===== config.mk =====
export PLATFORM = sky130hd
export DESIGN_NAME = pp_rx_fifo
export DESIGN_NICKNAME = d
export VERILOG_FILES = /design/src/rtl/pp_rx_pkg.sv /design/src/rtl/pp_half_buf.sv /design/src/rtl/pp_wr_ctrl.sv /design/src/rtl/pp_rd_ctrl.sv /design/src/rtl/pp_occupancy.sv /design/src/rtl/pp_rx_fifo.sv
export SDC_FILE = /design/constraint.sdc
export NUM_CORES = 1
export LEC_CHECK = 0
export ABC_AREA = 1
export BUFFER_PORTS_ARGS = -buffer_cell sky130_fd_sc_hd__clkbuf_2
export CORE_MARGIN = 5
export CORE_UTILIZATION = 26
export DETAILED_ROUTE_END_ITERATION = 10
export GPL_TIMING_DRIVEN = 0
export MAX_ROUTING_LAYER = met4
export PLACE_DENSITY = 0.42
export SLEW_MARGIN = 10
export SYNTH_ARGS = -nofsm -noshare
export SYNTH_HDL_FRONTEND = slang
export SYNTH_SLANG_ARGS = --single-unit

===== constraint.sdc =====
create_clock -name clk -period 1.9 [get_ports clk]
set_input_delay 0.19 -clock clk [delete_from_list [all_inputs] [get_ports clk]]
set_output_delay 0.19 -clock clk [all_outputs]
set_load 0.01 [all_outputs]

===== src/rtl/pp_rx_pkg.sv =====
package pp_rx_pkg;
  typedef enum logic [1:0] {
    PE_IDLE   = 2'd0,
    PE_COMMIT = 2'd1,
    PE_ABORT  = 2'd2
  } pkt_evt_e;
endpackage


===== src/rtl/pp_half_buf.sv =====
module pp_half_buf #(
  parameter int unsigned PKT_MAX = 64,
  parameter int unsigned DATA_W  = 8,
  localparam int unsigned AW     = $clog2(PKT_MAX)
) (
  input  logic              clk,
  input  logic              we_i,
  input  logic [AW-1:0]     waddr_i,
  input  logic [DATA_W-1:0] wdata_i,
  input  logic [AW-1:0]     raddr_i,
  output logic [DATA_W-1:0] rdata_o
);
  logic [DATA_W-1:0] mem_q [PKT_MAX];

  always_ff @(posedge clk) begin
    if (we_i) begin
      mem_q[waddr_i] <= wdata_i;
    end
  end

  assign rdata_o = mem_q[raddr_i];
endmodule


===== src/rtl/pp_wr_ctrl.sv =====
module pp_wr_ctrl
  import pp_rx_pkg::*;
#(
  parameter int unsigned PKT_MAX = 64,
  localparam int unsigned CNT_W  = $clog2(PKT_MAX + 1),
  localparam int unsigned AW     = $clog2(PKT_MAX)
) (
  input  logic             clk,
  input  logic             rst_n,
  input  logic             clr_i,
  input  logic             wr_valid_i,
  input  logic             pkt_end_i,
  input  logic             pkt_err_i,
  input  logic [1:0]       half_busy_i,
  output logic             wsel_o,
  output logic             mem_we_o,
  output logic [AW-1:0]    mem_addr_o,
  output logic             commit_o,
  output logic [CNT_W-1:0] commit_len_o
);
  logic             wsel_q, wsel_d;
  logic [CNT_W-1:0] wcnt_q, wcnt_d;
  logic             half_taken;
  logic             room;
  logic             byte_ok;
  pkt_evt_e         evt;

  always_comb begin
    half_taken = half_busy_i[wsel_q];
    room       = (wcnt_q < CNT_W'(PKT_MAX));
    evt        = PE_IDLE;
    if (!clr_i) begin
      if (pkt_err_i) begin
        evt = PE_ABORT;
      end else if (pkt_end_i && !half_taken) begin
        evt = PE_COMMIT;
      end
    end
    byte_ok = wr_valid_i && !clr_i && !pkt_err_i && !pkt_end_i && !half_taken && room;
  end

  always_comb begin
    wsel_d = wsel_q;
    wcnt_d = wcnt_q;
    if (clr_i) begin
      wsel_d = 1'b0;
      wcnt_d = '0;
    end else begin
      case (evt)
        PE_ABORT: begin
          wcnt_d = '0;
        end
        PE_COMMIT: begin
          wcnt_d = '0;
          wsel_d = ~wsel_q;
        end
        default: begin
          if (byte_ok) begin
            wcnt_d = wcnt_q + CNT_W'(1);
          end
        end
      endcase
    end
  end

  always_ff @(posedge clk or negedge rst_n) begin
    if (!rst_n) begin
      wsel_q <= 1'b0;
      wcnt_q <= '0;
    end else begin
      wsel_q <= wsel_d;
      wcnt_q <= wcnt_d;
    end
  end

  assign wsel_o       = wsel_q;
  assign mem_we_o     = byte_ok;
  assign mem_addr_o   = wcnt_q[AW-1:0];
  assign commit_o     = (evt == PE_COMMIT);
  assign commit_len_o = wcnt_q;


  abort_rewinds_chk: assert property (@(posedge clk) disable iff (!rst_n)
    (pkt_err_i && !clr_i) |=> (wcnt_q == '0));


  wcnt_bound_chk: assert property (@(posedge clk) disable iff (!rst_n)
    wcnt_q <= CNT_W'(PKT_MAX));
endmodule


===== src/rtl/pp_rd_ctrl.sv =====
module pp_rd_ctrl #(
  parameter int unsigned PKT_MAX = 64,
  localparam int unsigned AW     = $clog2(PKT_MAX)
) (
  input  logic          clk,
  input  logic          rst_n,
  input  logic          clr_i,
  input  logic          rd_en_i,
  input  logic          rd_done_i,
  input  logic [1:0]    half_busy_i,
  output logic          rsel_o,
  output logic [AW-1:0] rptr_o,
  output logic [1:0]    release_o
);
  logic          rsel_q, rsel_d;
  logic [AW-1:0] rptr_q, rptr_d;
  logic          cur_full;
  logic          rel;
  logic          step;

  always_comb begin
    cur_full = half_busy_i[rsel_q];
    rel      = rd_done_i && cur_full && !clr_i;
    step     = rd_en_i && cur_full && !rel && !clr_i;
  end

  always_comb begin
    rsel_d = rsel_q;
    rptr_d = rptr_q;
    if (clr_i) begin
      rsel_d = 1'b0;
      rptr_d = '0;
    end else if (rel) begin
      rsel_d = ~rsel_q;
      rptr_d = '0;
    end else if (step) begin
      rptr_d = rptr_q + AW'(1);
    end
  end

  always_ff @(posedge clk or negedge rst_n) begin
    if (!rst_n) begin
      rsel_q <= 1'b0;
      rptr_q <= '0;
    end else begin
      rsel_q <= rsel_d;
      rptr_q <= rptr_d;
    end
  end

  assign rsel_o    = rsel_q;
  assign rptr_o    = rptr_q;
  assign release_o = {rel && rsel_q, rel && !rsel_q};


  rptr_home_chk: assert property (@(posedge clk) disable iff (!rst_n)
    (rd_done_i && half_busy_i[rsel_q]) |=> (rptr_q == '0));


  idle_hold_chk: assert property (@(posedge clk) disable iff (!rst_n)
    (!half_busy_i[rsel_q] && !clr_i) |=> ($stable(rsel_q) && $stable(rptr_q)));
endmodule


===== src/rtl/pp_occupancy.sv =====
module pp_occupancy #(
  parameter int unsigned PKT_MAX = 64,
  localparam int unsigned CNT_W  = $clog2(PKT_MAX + 1)
) (
  input  logic                  clk,
  input  logic                  rst_n,
  input  logic                  clr_i,
  input  logic                  commit_i,
  input  logic                  commit_half_i,
  input  logic [CNT_W-1:0]      commit_len_i,
  input  logic [1:0]            release_i,
  output logic [1:0]            busy_o,
  output logic [1:0][CNT_W-1:0] len_o
);
  logic [1:0] busy_q, busy_d;

  always_comb begin
    busy_d = busy_q;
    if (clr_i) begin
      busy_d = 2'b00;
    end else begin
      busy_d = busy_q & ~release_i;
      if (commit_i) begin
        busy_d[commit_half_i] = 1'b1;
      end
    end
  end

  always_ff @(posedge clk or negedge rst_n) begin
    if (!rst_n) begin
      busy_q <= 2'b00;
    end else begin
      busy_q <= busy_d;
    end
  end

  for (genvar h = 0; h < 2; h++) begin : g_len
    logic [CNT_W-1:0] len_q, len_d;
    logic             len_en;

    always_comb begin
      len_en = commit_i && !clr_i && (commit_half_i == 1'(h));
      len_d  = len_en ? commit_len_i : len_q;
    end

    always_ff @(posedge clk or negedge rst_n) begin
      if (!rst_n) begin
        len_q <= '0;
      end else begin
        len_q <= len_d;
      end
    end

    assign len_o[h] = len_q;
  end

  assign busy_o = busy_q;


  no_double_fill_chk: assert property (@(posedge clk) disable iff (!rst_n)
    commit_i |-> !busy_q[commit_half_i]);


  release_only_busy_chk: assert property (@(posedge clk) disable iff (!rst_n)
    ((release_i & ~busy_q) == 2'b00));
endmodule


===== src/rtl/pp_rx_fifo.sv =====
module pp_rx_fifo #(
  parameter int unsigned PKT_MAX = 64,
  parameter int unsigned DATA_W  = 8,
  localparam int unsigned CNT_W  = $clog2(PKT_MAX + 1),
  localparam int unsigned AW     = $clog2(PKT_MAX)
) (
  input  logic              clk,
  input  logic              rst_n,
  input  logic              wr_valid,
  input  logic [DATA_W-1:0] wr_data,
  input  logic              pkt_end,
  input  logic              pkt_err,
  input  logic              rd_en,
  output logic [DATA_W-1:0] rd_data,
  input  logic              rd_done,
  input  logic              fifo_clr,
  output logic              full_flag,
  output logic [CNT_W-1:0]  rx_count,
  output logic              nak
);
  logic [1:0]            busy;
  logic [1:0][CNT_W-1:0] len;
  logic                  wsel;
  logic                  mem_we;
  logic [AW-1:0]         mem_addr;
  logic                  commit;
  logic [CNT_W-1:0]      commit_len;
  logic                  rsel;
  logic [AW-1:0]         rptr;
  logic [1:0]            release_v;
  logic [DATA_W-1:0]     half_rdata [2];

  pp_wr_ctrl #(.PKT_MAX(PKT_MAX)) u_wr (
    .clk          (clk),
    .rst_n        (rst_n),
    .clr_i        (fifo_clr),
    .wr_valid_i   (wr_valid),
    .pkt_end_i    (pkt_end),
    .pkt_err_i    (pkt_err),
    .half_busy_i  (busy),
    .wsel_o       (wsel),
    .mem_we_o     (mem_we),
    .mem_addr_o   (mem_addr),
    .commit_o     (commit),
    .commit_len_o (commit_len)
  );

  pp_rd_ctrl #(.PKT_MAX(PKT_MAX)) u_rd (
    .clk         (clk),
    .rst_n       (rst_n),
    .clr_i       (fifo_clr),
    .rd_en_i     (rd_en),
    .rd_done_i   (rd_done),
    .half_busy_i (busy),
    .rsel_o      (rsel),
    .rptr_o      (rptr),
    .release_o   (release_v)
  );

  pp_occupancy #(.PKT_MAX(PKT_MAX)) u_occ (
    .clk           (clk),
    .rst_n         (rst_n),
    .clr_i         (fifo_clr),
    .commit_i      (commit),
    .commit_half_i (wsel),
    .commit_len_i  (commit_len),
    .release_i     (release_v),
    .busy_o        (busy),
    .len_o         (len)
  );

  for (genvar h = 0; h < 2; h++) begin : g_half
    logic half_we;
    assign half_we = mem_we && (wsel == 1'(h));

    pp_half_buf #(.PKT_MAX(PKT_MAX), .DATA_W(DATA_W)) u_buf (
      .clk     (clk),
      .we_i    (half_we),
      .waddr_i (mem_addr),
      .wdata_i (wr_data),
      .raddr_i (rptr),
      .rdata_o (half_rdata[h])
    );
  end

  always_comb begin
    full_flag = busy[rsel];
    rx_count  = busy[rsel] ? len[rsel] : '0;
    rd_data   = half_rdata[rsel];
    nak       = &busy;
  end


  order_chk: assert property (@(posedge clk) disable iff (!rst_n)
    ((busy == 2'b00) || (busy == 2'b11)) |-> (wsel == rsel));


  clear_chk: assert property (@(posedge clk) disable iff (!rst_n)
    fifo_clr |=> (!full_flag && !nak && (rx_count == '0)));


  flag_fall_chk: assert property (@(posedge clk) disable iff (!rst_n)
    $fell(full_flag) |-> ($past(rd_done) || $past(fifo_clr)));


  count_bound_chk: assert property (@(posedge clk) disable iff (!rst_n)
    rx_count <= CNT_W'(PKT_MAX));
endmodule


[Yosys cells after proc, flatten, opt, wreduce, memory -nomap -nowiden]
Memory sizes are Yosys's and may differ from the RTL's.
Index checks and enable logic that the tools add are counted.
Word-level totals
  flip-flop bits (word level): 31
  RAM bits: 1024
  input port bits: 16
  output and inout bits: 17
  logic and storage cells: 86
  memories: 2
Memories
  g_half[0].u_buf.mem_q: depth 64, bits a word 8, rd ports 1, clocked after memory_dff 0, wr ports 1, RTL line pp_half_buf.sv:13  | logic [DATA_W-1:0] mem_q [PKT_MAX];
  g_half[1].u_buf.mem_q: depth 64, bits a word 8, rd ports 1, clocked after memory_dff 0, wr ports 1, RTL line pp_half_buf.sv:13
Operators by class
  add/sub/neg operators: 2
  magnitude comparators: 5
  equality and inequality tests: 2
  multiplexer cells: 31
  bitwise operators: 6
  reduce and logical (&&, ||, !) cells: 31
Operators with widths (count)
  2-to-1 mux 7 bit: 6
  2-to-1 mux 8 bit: 3
  logical AND 1 bit: 19
  2-to-1 mux 6 bit: 3
  2-to-1 mux 1 bit: 14
  2-to-1 mux 2 bit: 4
  adder 7 x 1 -> 7 bit (second input constant): 1
  < comparator 7 bit (second input constant): 1
  adder 6 x 1 -> 6 bit (second input constant): 1
  zero test 1 bit: 6
  nonzero test 3 bit: 2
  < comparator 1 x 2 -> 1 bit (second input constant): 2
  nonzero test 2 bit: 2
  AND 2 bit: 1
  == test 2 x 1 -> 1 bit (second input constant): 1
  == test 2 bit (second input constant): 1
  >= comparator 2 bit (second input constant): 1
  inverter 1 bit: 2
  inverter 1 -> 2 bit: 1
  inverter 2 bit: 1
  bitwise OR 2 bit: 1
  AND reduction 2 bit: 1
  OR reduction 2 bit: 1
  demux 1 bit (select 1 bit): 1
  >= comparator 1 bit (second input constant): 1

[Longest topological paths before layout]
  word-level depth: 11
  mapped depth: 13

[Modules after synthesis]
A second synthesis with hierarchy kept.
Second synthesis, totals
  cells, all modules: 3861
  area total of the unflattened synthesis: 44371.3 um2
By module, submodules not included
  pp_half_buf: times used 2, cells an instance 1797, area each 21179.1 um2, sequential area each 15374.7 um2
  pp_occupancy: times used 1, cells an instance 70, area each 711.9 um2, sequential area each 400.4 um2
  pp_wr_ctrl: times used 1, cells an instance 74, area each 570.5 um2, sequential area each 200.2 um2
  pp_rd_ctrl: times used 1, cells an instance 51, area each 419.2 um2, sequential area each 175.2 um2
  pp_rx_fifo: times used 1, cells an instance 72, area each 311.5 um2, sequential area each 0.0 um2

[Least setup slack after synthesis]
Ideal clock, no wire load.
  path kind: reg-to-reg
  start point: reg u_wr.wsel_q, in the netlist u_wr.wsel_o
  end point: mem g_half[0].u_buf.mem_q[38][0], enable pin
  library setup time: 0.370 ns
  data arrival time: 1.661 ns
  data required time: 1.530 ns
  slack: -0.131 ns
  cell stages (with the launch flop): 8
  buffers on the path: 1
  period minus slack after synthesis: 2.031 ns
  path through: dfrtp_1 -> inv_2 -> nand2_1 -> o21ai_2 -> nor3_4 -> nand2_4 -> buf_4 -> nor2_1
Between the ends
  cells in the longest elaborated chain, start to end: 8
Ends and longest elaborated chain
  start, declared: RTL line pp_wr_ctrl.sv:21  | logic wsel_q, wsel_d;
  start signal, assigned: RTL line pp_wr_ctrl.sv:71  | wsel_q <= wsel_d;
  2-to-1 mux 1 bit (not written as such) (2 in series): RTL line pp_wr_ctrl.sv:29  | half_taken = half_busy_i[wsel_q];
  zero test 1 bit: RTL line pp_wr_ctrl.sv:39  | byte_ok = wr_valid_i && !clr_i && !pkt_err_i && !pkt_end_i && !half_taken && room;
  logical AND 1 bit (2 in series): RTL line pp_wr_ctrl.sv:39
  logical AND 1 bit *: RTL line pp_rx_fifo.sv:74  | assign half_we = mem_we && (wsel == 1'(h));
  2-to-1 mux 1 bit *: RTL line pp_half_buf.sv:16  | if (we_i) begin
  2-to-1 mux 1 bit (not written as such) *: RTL line pp_half_buf.sv:17  | mem_q[waddr_i] <= wdata_i;
  end, declared: RTL line pp_half_buf.sv:13
Every way passes the cells marked *; elsewhere a longest branch is shown, timed or not. The select of a mux whose other input is x is not followed.

[Worst setup path after layout]
  start point: reg u_rd.rptr_q[0], in the netlist u_rd.rptr_o[0]
  end point: out rd_data[5]
Between the ends
  cells in the longest elaborated chain, start to end: 4
Ends and longest elaborated chain
  start, declared: RTL line pp_rd_ctrl.sv:16  | logic [AW-1:0] rptr_q, rptr_d;
  start signal, assigned: RTL line pp_rd_ctrl.sv:47  | rptr_q <= rptr_d;
  memory (64 x 8 bit)
  2-to-1 mux 8 bit (not written as such) * (3 in series): RTL line pp_rx_fifo.sv:89  | rd_data = half_rdata[rsel];
  end, declared: RTL line pp_rx_fifo.sv:14  | output logic [DATA_W-1:0] rd_data,
Marks and branches as above.

==> impl_results.md <==
* Chip Height at 425 um
* Largest area contributor in the netlist: edfxtp_1
* RD Place Congestion at 0.915
* Post-synth EDFFs at 1024
* Global Route Usage Sum at 19.9%
* Crit-path cells: buf_12, clkbuf_16, buf_16, buf_6, nand2_1, nand3_1, a21oi_1, nor2_4, nand2_2, nand3_2, nand2_1, nand2_2, nand2_4, buf_6
* Final max-slew violation count at 0
* Mapped cell area at 44700 um2
* Fraction of registers with async set/reset at 2.94%
* Clock skew at 36.9 ps
* Critical Path End Type: primary output
* Total core area at 171000 um2
* Critical path class: flip-flop to primary output
* Root Driver: clkbuf_16
* CTS sink cnt at 1055
* # DRC at 0
* Critical-path top delay cell: dfrtp_2
* Outcome: complete, but fails checks
* Post-DP HPWL at 123 mm
* Worst slew pin tran at 1040 ps
* First-pass GRT wire length at 246 mm
* # port buffers at 32
* Final setup vio count at 834
* I/O Pins at 33
* Hold Crit Class: primary input to flip-flop
* GRT overflow at 0
* Share of cells above drive strength 1 at 25.2%
* Synth warnings at 0
* Design Power at 53.7 mW
* Max-cap check violation count at 0
* Slew margin rel. at 30.9%
* Synth Flop Type: edfxtp_1
* Pwr dens at 902 nW/um2
* Worst-path fanout max at 10
* Routed wire per std cell at 26.4 um
* Post-Syn Instances at 4158
* Leak at 21.9 nW
* Critical Path RT at 1710 ps
* First drt pass iteration count at 6
* Vias per Instance at 4.72
* Sequential share of the synthesized area at 70.6%
* Initial antenna violation count at 4
* Mean post-synth cell area at 10.7 um2
* CP max stage delay at 420 ps
* Most frequent cells after synthesis: 1480 x nand2_1, 1024 x edfxtp_1, 511 x nand3_1
* Synth top area cells: edfxtp_1 69%, nand2_1 12%, nand3_1 5.7%
* VDD IR max at 0.731 mV
* Initial Util at 26.1%
* Final hold violations at 0
* Cell with the most instances after synthesis: nand2_1
* Fin nets at 4553
* Rows at 152
* H-tree depth at 3
* Die Span X at 425 um
* Die ar. at 180000 um2
* Final worst path period need at 3280 ps
* CTS clk-pin slew, worst paths at 60 ps
* Vias in the first global route at 31177
* Violated checks: setup timing
* Largest net degree at the start of global routing at 103
* Startpoint types: flip-flop
* Final setup TNS at -114830 ps
* CP bufs+invs at 5
* Synthesized Nets at 4177
* Cell variety after synth at 29
* Fmax at 305 MHz
* Cts bufs inserted at 119
* Yosys reg bits at 1055
* Area grow syn2layout at 33.3%
* Routed Antenna Nets at 0
* TritonCTS clock tree: built
* Critical path arrival at 3090 ps
* Clock Tree Buf Depth at 3
* Final worst setup slack at -1380 ps
* DR iter-0 viols at 3340
* Fillers at 17016
* Routed Wire Length at 183 mm
* Fin crit share at 172%
* Post-synth top area share at 68.8%
* Vias post-DR at 32777
* Clk_lat worst skew at 770 ps
* Crit-path leading delay family: simple AND/OR/NAND/NOR gates
* Unrepaired setup endpoints after global routing: yes
-- what timing repair did --
action,in CTS,in global routing
endpoints found under the hold margin,153,0
endpoints found under the setup margin,1067,1065
cloned,3,22
hold buffers,12,0
buffers inserted,160,11
gates resized for setup,619,557
pin swaps,111,139
-- worst paths after layout --
kind / from / end / slack (ps) / depth (start not counted)
worst max-delay path: u_rd.rptr_o[0] / rd_data[5] / -1380 / 14
worst min-delay path: wr_data[3] / g_half[1].u_buf.mem_q[49][3] / 50 / 1
worst max register to register: u_wr.wsel_o / g_half[0].u_buf.mem_q[7][5] / -360 / 7
worst min register to register: u_occ.g_len[0].len_q[1] / u_occ.g_len[0].len_q[1] / 490 / 2
max in group asynchronous: rst_n / u_rd.rptr_o[0] / 1080 / 2
min in group asynchronous: rst_n / u_occ.g_len[1].len_q[6] / 120 / 2
-- power by group --
group	internal (mW)	switching, mW
Clock	13.2	9.86
Combinational	1.69	3.45
Sequential	25.5	0.00808
Total	40.4	13.3
-- area by class of cell --
cell class                 instances  area [um2]  share of cell area (%)
sequential                      1055       31500                    53.0
multi-input combinational       2596       13900                    23.4
timing repair buffer             256        3880                    6.51
clock buffer                     152        3120                    5.25
tap                             2310        2890                    4.85
buffer                           233        2440                    4.10
inverter                         273        1080                    1.81
clock inverter                    65         691                    1.16
antenna                            1        2.50                 0.00420
-- registers in the layout (all words and copies together) (netlist names) --
| name | cells |
|---|---|
| g_half.u_buf.mem_q | 1024 |
| u_occ.busy_o | 2 |
| u_occ.g_len.len_q | 14 |
| u_rd.rptr_o | 6 |
| u_rd.rsel_o | 1 |
| u_wr.commit_len_o | 7 |
| u_wr.wsel_o | 1 |
-- routing by layer --
| metal | part of all wire, % | track usage, % | vias to the layer above |
|---|---|---|---|
| met3 | 6.4 | 3.24 | 300 |
| met4 | 4.3 | 7.74 | 0 |
| li1 | - | - | 14782 |
| met2 | 46 | 31.3 | 1193 |
| met5 | 0 | - | - |
| met1 | 43 | 26.0 | 16502 |
-- layout by cell type (no fill, tap or decap), drive strengths merged --
master,Yosys,routed
nand2,1482,1482
edfxtp,1024,1024
nand3,512,512
buf,176,372
nor2,366,366
inv,268,267
clkbuf,58,257
o21ai,87,87
a21oi,70,70
clkinv,5,52
o211ai,49,49
dfrtp,31,31
nor3,23,23
bufinv,0,12
dlygate4sd3,0,12
clkinvlp,0,7
ha,3,3
nand4,2,2
diode,0,1
nor4,1,1
a31oi,1,1
-- stage by stage --
stage / cell area, um2 / std cells / hold slack [ps] / utilization (%) / setup WS (ps)
4_1_cts: 56700 / 6907 / 25.3 / 33.1 / -1510
5_1_grt: 59500 / 6940 / 45.5 / 34.7 / -1410
2_1_floorplan: 44800 / 4158 / -106 / - / -131
3_5_place_dp: 48300 / 6516 / 401 / 28.2 / -1510
3_3_place_gp: 47900 / 6500 / 385 / 27.9 / -2390
6_report: 59500 / 6941 / 46.3 / 34.7 / -1380
-- kinds of logic after synthesis --
logic type,share of synthesized area [%]
adders and majority gates,0.0840
DFF,70.6
and+or+nand+nor,21.7
AOI/OAI and AO/OA,2.61
buffers and inverters,5.08
-- worst register-to-register path: stages (launching register included) --
cell,delay [ps]
dfrtp_2,420
inv_4,70
o21ai_2,80
nor3_4,180
buf_6,150
nand2_8,70
buf_6,210
nor2_2,660
Power figures use the tool's default switching activity.
